--- config.mk ---
export PLATFORM = sky130hd
export DESIGN_NAME = phy_stat_reg
export DESIGN_NICKNAME = d
export VERILOG_FILES = /design/src/rtl/phy_stat_pkg.sv /design/src/rtl/phy_stat_anc.sv /design/src/rtl/phy_stat_ovr.sv /design/src/rtl/phy_stat_rdmux.sv /design/src/rtl/phy_stat_reg.sv
export SDC_FILE = /design/constraint.sdc
export NUM_CORES = 1
export LEC_CHECK = 0
export CAP_MARGIN = 10
export CORE_AREA = 3 3 40 42
export DETAILED_ROUTE_END_ITERATION = 10
export DIE_AREA = 0 0 43 45
export GPL_ROUTABILITY_DRIVEN = 0
export HOLD_SLACK_MARGIN = 0.05
export MAX_ROUTING_LAYER = met4
export PLACE_DENSITY = 0.76
export SLEW_MARGIN = 20
export SYNTH_ARGS = -nofsm -noshare
export SYNTH_HDL_FRONTEND = slang
export SYNTH_SLANG_ARGS = --single-unit
--- constraint.sdc ---
create_clock -name clk -period 3 [get_ports clk]
set_clock_uncertainty 0.2 [all_clocks]
set_input_delay 0.6 -clock clk [delete_from_list [all_inputs] [get_ports clk]]
set_output_delay 0.6 -clock clk [all_outputs]
set_load 0.005 [all_outputs]
--- src/rtl/phy_stat_pkg.sv ---
package phy_stat_pkg;
    localparam int ADDR_W   = 5;
    localparam int DATA_W   = 16;
    localparam int CAP_W    = 5;
    localparam int RSVD_W   = 4;
    localparam int BIT_OVR  = 15;
    localparam int BIT_PSUP = 6;
    localparam int BIT_ANC  = 5;

    typedef struct packed {
        logic ovr;
        logic psup;
    } ctl_t;
endpackage

--- src/rtl/phy_stat_anc.sv ---
module phy_stat_anc (
    input  logic clk,
    input  logic rst_n,
    input  logic an_en,
    input  logic an_done,
    input  logic an_restart,
    input  logic rd_hit,
    output logic anc_q,
    output logic anc_bit
);
    logic anc_d;
    logic live;

    always_comb begin
        live = an_en & an_done & ~an_restart;
        if (!an_en) begin
            anc_d = 1'b0;
        end else if (rd_hit) begin
            anc_d = live;
        end else begin
            anc_d = anc_q | live;
        end
    end

    always_ff @(posedge clk) begin
        if (!rst_n) begin
            anc_q <= 1'b0;
        end else begin
            anc_q <= anc_d;
        end
    end

    assign anc_bit = an_en & anc_q;
endmodule

--- src/rtl/phy_stat_ovr.sv ---
module phy_stat_ovr
    import phy_stat_pkg::*;
(
    input  logic clk,
    input  logic rst_n,
    input  logic wr_stat,
    input  logic wr_xctl,
    input  logic wr_ovr_bit,
    input  logic wr_psup_bit,
    output ctl_t ctl_q
);
    ctl_t ctl_d;

    always_comb begin
        ctl_d = ctl_q;
        if (wr_xctl) begin
            ctl_d.ovr = wr_ovr_bit;
        end
        if (wr_stat && ctl_q.ovr) begin
            ctl_d.psup = wr_psup_bit;
        end
    end

    always_ff @(posedge clk) begin
        if (!rst_n) begin
            ctl_q <= '0;
        end else begin
            ctl_q <= ctl_d;
        end
    end
endmodule

--- src/rtl/phy_stat_rdmux.sv ---
module phy_stat_rdmux
    import phy_stat_pkg::*;
#(
    parameter logic [CAP_W-1:0] CAP_HI = 5'b01111,
    parameter logic [CAP_W-1:0] CAP_LO = 5'b01001
) (
    input  logic              rd_en,
    input  logic              sel_stat,
    input  logic              sel_xctl,
    input  ctl_t              ctl,
    input  logic              anc_bit,
    output logic [DATA_W-1:0] rd_data
);
    logic [DATA_W-1:0] stat_word;
    logic [DATA_W-1:0] xctl_word;

    always_comb begin
        stat_word = {CAP_HI, {RSVD_W{1'b0}}, ctl.psup, anc_bit, CAP_LO};
        xctl_word = '0;
        xctl_word[BIT_OVR] = ctl.ovr;
        if (!rd_en) begin
            rd_data = '0;
        end else if (sel_stat) begin
            rd_data = stat_word;
        end else if (sel_xctl) begin
            rd_data = xctl_word;
        end else begin
            rd_data = '0;
        end
    end
endmodule

--- src/rtl/phy_stat_reg.sv ---
module phy_stat_reg
    import phy_stat_pkg::*;
#(
    parameter logic [ADDR_W-1:0] STAT_ADDR = 5'd1,
    parameter logic [ADDR_W-1:0] XCTL_ADDR = 5'd16,
    parameter logic [CAP_W-1:0]  CAP_HI    = 5'b01111,
    parameter logic [CAP_W-1:0]  CAP_LO    = 5'b01001
) (
    input  logic              clk,
    input  logic              rst_n,
    input  logic              rd_en,
    input  logic              wr_en,
    input  logic [ADDR_W-1:0] reg_addr,
    input  logic [DATA_W-1:0] wr_data,
    output logic [DATA_W-1:0] rd_data,
    input  logic              an_en,
    input  logic              an_done,
    input  logic              an_restart,
    output logic              psup_en
);
    logic sel_stat;
    logic sel_xctl;
    logic rd_hit;
    logic anc_q;
    logic anc_bit;
    ctl_t ctl_q;
    logic ovr_now;
    logic unused_wr_bits;

    assign sel_stat = (reg_addr == STAT_ADDR);
    assign sel_xctl = (reg_addr == XCTL_ADDR);
    assign rd_hit   = rd_en & sel_stat;
    assign unused_wr_bits = ^{wr_data[14:7], wr_data[5:0]};

    phy_stat_anc i_anc (
        .clk        (clk),
        .rst_n      (rst_n),
        .an_en      (an_en),
        .an_done    (an_done),
        .an_restart (an_restart),
        .rd_hit     (rd_hit),
        .anc_q      (anc_q),
        .anc_bit    (anc_bit)
    );

    phy_stat_ovr i_ovr (
        .clk         (clk),
        .rst_n       (rst_n),
        .wr_stat     (wr_en & sel_stat),
        .wr_xctl     (wr_en & sel_xctl),
        .wr_ovr_bit  (wr_data[BIT_OVR]),
        .wr_psup_bit (wr_data[BIT_PSUP]),
        .ctl_q       (ctl_q)
    );

    phy_stat_rdmux #(
        .CAP_HI (CAP_HI),
        .CAP_LO (CAP_LO)
    ) i_rdmux (
        .rd_en    (rd_en),
        .sel_stat (sel_stat),
        .sel_xctl (sel_xctl),
        .ctl      (ctl_q),
        .anc_bit  (anc_bit),
        .rd_data  (rd_data)
    );

    assign ovr_now = ctl_q.ovr;
    assign psup_en = ctl_q.psup;
endmodule

==> results of run 1 <==
-- state kept, by name, summed over array words and instances (netlist names) --
signal and flops:
i_anc.anc_q 1, i_ovr.ctl_q 2
-- final cells by class --
class | count | area (um^2)
clock buffer | 4 | 26.3
fill | 136 | 776
multi-input combinational | 24 | 154
sequential | 3 | 60.1
tap | 15 | 18.8
timing repair buffer | 25 | 250
-- worst reg2reg max path: cells and delay by family (launching register included) --
| family | cells | cell delay, ns |
|---|---|---|
| DFF | 1 | 0.33 |
| AOI/OAI and AO/OA | 2 | 0.27 |
| and+or+nand+nor | 1 | 0.22 |
-- routing by layer --
layer | wire length, um | GRT usage (%)
met2 | 341 | 11.4
met4 | 0 | 7.23
met1 | 212 | 6.27
met5 | 0 | -
met3 | 109 | 3.19
-- report_power, final --
group,switching [mW],internal (mW),leakage [nW],total (mW)
Clock,0.0200,0.0498,0.0150,0.0698
Sequential,0.000245,0.0408,0.0243,0.0410
Combinational,0.00951,0.0188,0.196,0.0284
Total,0.0297,0.109,0.235,0.139
-- final timing paths --
check,start,cells after the start,end
max reg2reg,i_ovr.ctl_q[1],3,i_ovr.ctl_q[0]
min,i_anc.anc_q,2,i_anc.anc_q
min reg2reg,i_anc.anc_q,2,i_anc.anc_q
max,reg_addr[1],5,rd_data[5]
-- cells by family after synthesis --
| group | share of synthesized area, % |
|---|---|
| muxes | 3.56 |
| and+or+nand+nor | 34.7 |
| other | 1.33 |
| buffers and inverters | 32.0 |
| AOI/OAI and AO/OA | 7.11 |
| DFF | 21.3 |
-- per-stage QoR --
stage / power [mW] / cell area (um^2) / hold slack, ns
final: 0.139 / 509 / 0.256
after global routing: 0.147 / 509 / 0.292
after CTS: 0.144 / 504 / 0.261
after detailed placement: 0.0703 / 478 / 0.254
after global placement: 0.0700 / 478 / 0.249
after floorplan: 0.0549 / 304 / 0.236
-- synth_stat cells, drive strengths merged --
master  instances  area (um^2)
and2            1         6.26
and4b           2         23.8
and4            1         8.76
nand4b          1         8.76
mux2i           1         10.0
nor2b           1         6.26
and3            1         6.26
a41o            1         10.0
nand2           3         11.3
nor3            1         16.3
o21ai           1         5.00
a21oi           1         5.00
nand3           2         10.0
buf            12         90.1
dfxtp           3         60.1
conb            1         3.75
-- timing repair --
action,in CTS,in global routing
endpoints found under the hold margin,0,0
hold buffers,0,0
gates resized for setup,0,2
setup endpoints to repair,0,8
==> impl_metrics.ini, run 1 <==
[status]
run_status = complete, no violations

[final_layout]
final_cell_mix = 21 x clkdlybuf4s50_1, 7 x conb_1, 3 x nand2_1, 3 x clkbuf_4, 3 x dfxtp_1
diodes = 0
finalNetCount = 85
post-route-util_pct = 39.6
stdcell_count = 71
drive_gt1_share_pct = 12.5
areaGrowthSynthToFinish_pct = 80.9
final_common_cell = clkdlybuf4s50_1

[sta]
fin_setup_tns_ns = 0
worst_slack_ns = 0.103
clock.fmax_mhz = 345
finalSetupViolCount = 0
fin_crit_sh_pct = 96.6
hold_violations = 0
rsz0062_at_grt = false
drv_slew = 0
period_needed_ns = 2.90

[critical_path]
crit_path_max_fanout = 4
required_ns = 2.20
cp-end-kind = primary output
path_class = primary input to primary output
crit_top_cell = clkdlybuf4s50_1
path_buf_inv = 2
reg2reg_slack_ns = 1.88
crit_path_max_incr_delay_ns = 0.50
cp_top_family = buffers and inverters
worst_path_max_delay_cell = clkdlybuf4s50_1
cp-start-kind = primary input
worstPathArrival_ns = 2.10
cp_cell_sequence = clkdlybuf4s50_1 -> nor3_4 -> and4b_4 -> and3_1 -> clkdlybuf4s50_1

[placed_design]
portBuffers = 23
placed_cells = 67
hpwl_um = 561
dp_worst_setup_slack_ns = 0.0302

[hold_path]
hold_path_class = register to register

[global_route]
grt_pass1_wl_um = 972
grt_pass1_vias = 258
grt_max_degree = 7
track_usage_pct = 7.20
gr-total-overflow = 0
grt_antenna_before_repair = 0

[clock_tree]
ctsLongestPathBuffers = 2
cts_made_buffers = 3
clk_latency_ns = 0.23
clk_pin_slew_ns = 0.04
cts_root_buf = clkbuf_4
cts_tree = yes
clock_sinks = 3
post_cts_buffers = 0
htree_levels = 1

[route]
drt_pass1_iterations = 3
vias = 283
drcViolationCount = 0
antenna_left = 0
avgViaCountPerCell = 3.99
drtIter0Drc = 1
wl_um = 663
wl_per_cell_um = 9.34

[logic_synthesis]
synth_area_um2 = 282
ys_warn_count = 0
avgSynthCellArea_um2 = 8.53
netlist_instances = 33
synthDistinctLibCells = 17
yosysSeqAreaShare_pct = 21.3
ys_ff_latch = 3

[pwr]
power_density_nw_per_um2 = 273
vdd_drop_max_v = 0.000108
leakage_nw = 0.235

[flow_run]
drv_cap = 0

[floorplan]
core_um2 = 1280
start_util_pct = 21.9
rows = 13
die_h_um = 45
die_w_um = 43
dieArea_um2 = 1940
ios = 45
Note: power is estimated with default switching activity, not from simulation.
==> run 2: changes to the inputs <==
--- a/config.mk
+++ b/config.mk
@@ -5,14 +5,15 @@
 export SDC_FILE = /design/constraint.sdc
 export NUM_CORES = 1
 export LEC_CHECK = 0
+export ABC_AREA = 1
 export CAP_MARGIN = 10
-export CORE_AREA = 3 3 40 42
+export CORE_MARGIN = 3
+export CORE_UTILIZATION = 25
 export DETAILED_ROUTE_END_ITERATION = 10
-export DIE_AREA = 0 0 43 45
 export GPL_ROUTABILITY_DRIVEN = 0
 export HOLD_SLACK_MARGIN = 0.05
 export MAX_ROUTING_LAYER = met4
-export PLACE_DENSITY = 0.76
+export PLACE_DENSITY = 0.82
 export SLEW_MARGIN = 20
 export SYNTH_ARGS = -nofsm -noshare
 export SYNTH_HDL_FRONTEND = slang
==> run 2 against run 1 <==
First-iteration DRC count rose to 6.0 times the previous value. Clock power increased by 0.7%. Count of clock-buffer cells in the layout unchanged. Sequential power barely moved. Critical path depth is 1 higher. Combinational power increased by 12%. Non-clock buffer count fell by 2. Global-route usage increased by 1.6 points. Final cell count is 21% higher. Hold slack worse by 0.00092 ns. Largest power group unchanged.
==> impl_metrics.ini, run 2 <==
[status]
run_status = complete, no violations

[floorplan]
core_um2 = 1160
die_h_um = 42.0
start_util_pct = 28.0
die_w_um = 42.0
dieArea_um2 = 1760
rows = 12
ios = 45

[logic_synthesis]
avgSynthCellArea_um2 = 6.35
netlist_instances = 51
synthDistinctLibCells = 14
yosysSeqAreaShare_pct = 18.5
ys_warn_count = 0
synthTopCellsByCount = 12 x buf_4, 10 x nand2_1, 9 x inv_1
synth-edff-count = 0
synth_flop_cell = dfxtp_1
async_flop_share_pct = 0
synth_area_leaders = buf_4 28%, dfxtp_1 19%, nand2_1 12%
synth_top_area_cell = buf_4
synth_area_um2 = 324
synth_top_area_share_pct = 27.8
synth_most_common_cell = buf_4
ys_ff_latch = 3

[final_layout]
multiInputGateArea_um2 = 163
stdcell_count = 86
finalNetCount = 101
final_common_cell = clkdlybuf4s50_1
fillers = 113
final_cell_area_um2 = 531
top_regs = i_ovr.ctl_q (2), i_anc.anc_q (1)
largest_reg_flops = 2
final_cell_mix = 23 x clkdlybuf4s50_1, 10 x nand2_1, 8 x inv_1
post-route-util_pct = 45.9
drive_gt1_share_pct = 12.5
seq_area_um2 = 60.1
areaGrowthSynthToFinish_pct = 63.7
largest-register = i_ovr.ctl_q
diodes = 0

[global_route]
grt_max_degree = 7
track_usage_pct = 8.78
grt_antenna_before_repair = 0
grt_pass1_vias = 289
grt_pass1_wl_um = 1130
gr-total-overflow = 0

[route]
avgViaCountPerCell = 3.66
highest_layer = met3
dr_wl_met2_um = 409
drcViolationCount = 0
drt_pass1_iterations = 4
vias = 315
wl_met1_um = 264
antenna_left = 0
met3_length_um = 58
drtIter0Drc = 6
wl_per_cell_um = 8.51
wl_um = 732

[sta]
worst_slack_ns = 0.138
drv_slew = 0
finalSetupViolCount = 0
fin_setup_tns_ns = 0
period_needed_ns = 2.86
fin_crit_sh_pct = 95.4
hold_violations = 0
clock.fmax_mhz = 349
rsz0062_at_grt = false
holdWs_ns = 0.255

[clock_tree]
cts_made_buffers = 3
cts_root_buf = clkbuf_4
ctsLongestPathBuffers = 2
clk_pin_slew_ns = 0.03
clock_sinks = 3
clk_latency_ns = 0.23
htree_levels = 1
cts_tree = yes

[pwr]
vdd_drop_max_v = 0.000159
leakage_nw = 0.238
power_uw = 143
power_density_nw_per_um2 = 270

[placed_design]
portBuffers = 23
dpl_cell_area_um2 = 504
hpwl_um = 647
dp_worst_setup_slack_ns = 0.0742
placed_cells = 82

[critical_path]
cp-end-kind = primary output
path_class = primary input to primary output
crit_path_max_fanout = 6
cp-start-kind = primary input
required_ns = 2.20
worstPathArrival_ns = 2.06

[flow_run]
drv_cap = 0

[hold_path]
hold_path_class = register to register
-- run 2: cell types whose count changed in the layout (fill, tap and decap cells not counted), moves of 2 or more --
cell | previous run | this run
clkdlybuf4s50_1 | 21 | 23
nand2_1 | 3 | 10
inv_1 | 0 | 8
dlymetal6s2s_1 | 2 | 0
buf_4 | 2 | 0
nor2_1 | 0 | 7
nor2_4 | 0 | 2
-- run 2: cell families (layout without fill, tap and decap cells) --
family | Yosys count | count (layout) | share of synthesized area (%)
other | 1 | 7 | 1.16
AND/OR/NAND/NOR | 24 | 24 | 37.8
AO/OA/AOI/OAI | 2 | 2 | 4.25
flip-flops | 3 | 3 | 18.5
buffers and inverters | 21 | 36 | 38.2
-- run 2: layout make-up --
type	count	share of cell area, %
Clock buffer	4	4.95
Multi-Input combinational cell	33	30.7
Timing Repair Buffer	23	43.4
Sequential cell	3	11.3
Inverter	9	6.37
Tap cell	14	3.30
-- run 2: per-layer routing --
layer | vias to the layer above | track usage (%)
met2 | 13 | 14.8
met5 | - | -
li1 | 175 | -
met4 | 0 | 9.62
met1 | 127 | 7.65
met3 | 0 | 1.72
-- run 2: path summary, 6_finish.rpt --
path | to | slack [ns] | start | cells past startpoint
worst min register to register | i_anc.anc_q | 0.26 | i_anc.anc_q | 2
worst max register to register | i_ovr.ctl_q[0] | 2.06 | i_ovr.ctl_q[1] | 5
worst min-delay path | i_anc.anc_q | 0.26 | i_anc.anc_q | 2
worst max-delay path | rd_data[11] | 0.14 | reg_addr[0] | 6
-- run 2: report_power, final --
| group | switching [mW] | leakage, nW | internal (mW) | total, mW |
|---|---|---|---|---|
| logic | 0.0127 | 0.198 | 0.0192 | 0.0318 |
| clock network | 0.0205 | 0.0150 | 0.0498 | 0.0703 |
| registers | 0.000317 | 0.0243 | 0.0408 | 0.0411 |
| total | 0.0334 | 0.238 | 0.110 | 0.143 |
-- run 2: worst max-delay path, stage by stage --
cell             delay, ns
clkdlybuf4s50_1       0.52
inv_1                 0.05
nor2_1                0.10
nand4_2               0.14
inv_2                 0.13
clkdlybuf4s50_1       0.52
-- run 2: what timing repair did --
action | CTS | global route
endpoints found under the setup margin | 0 | 5
buffers inserted | 0 | 0
gates resized for setup | 0 | 1
hold buffers | 0 | 0
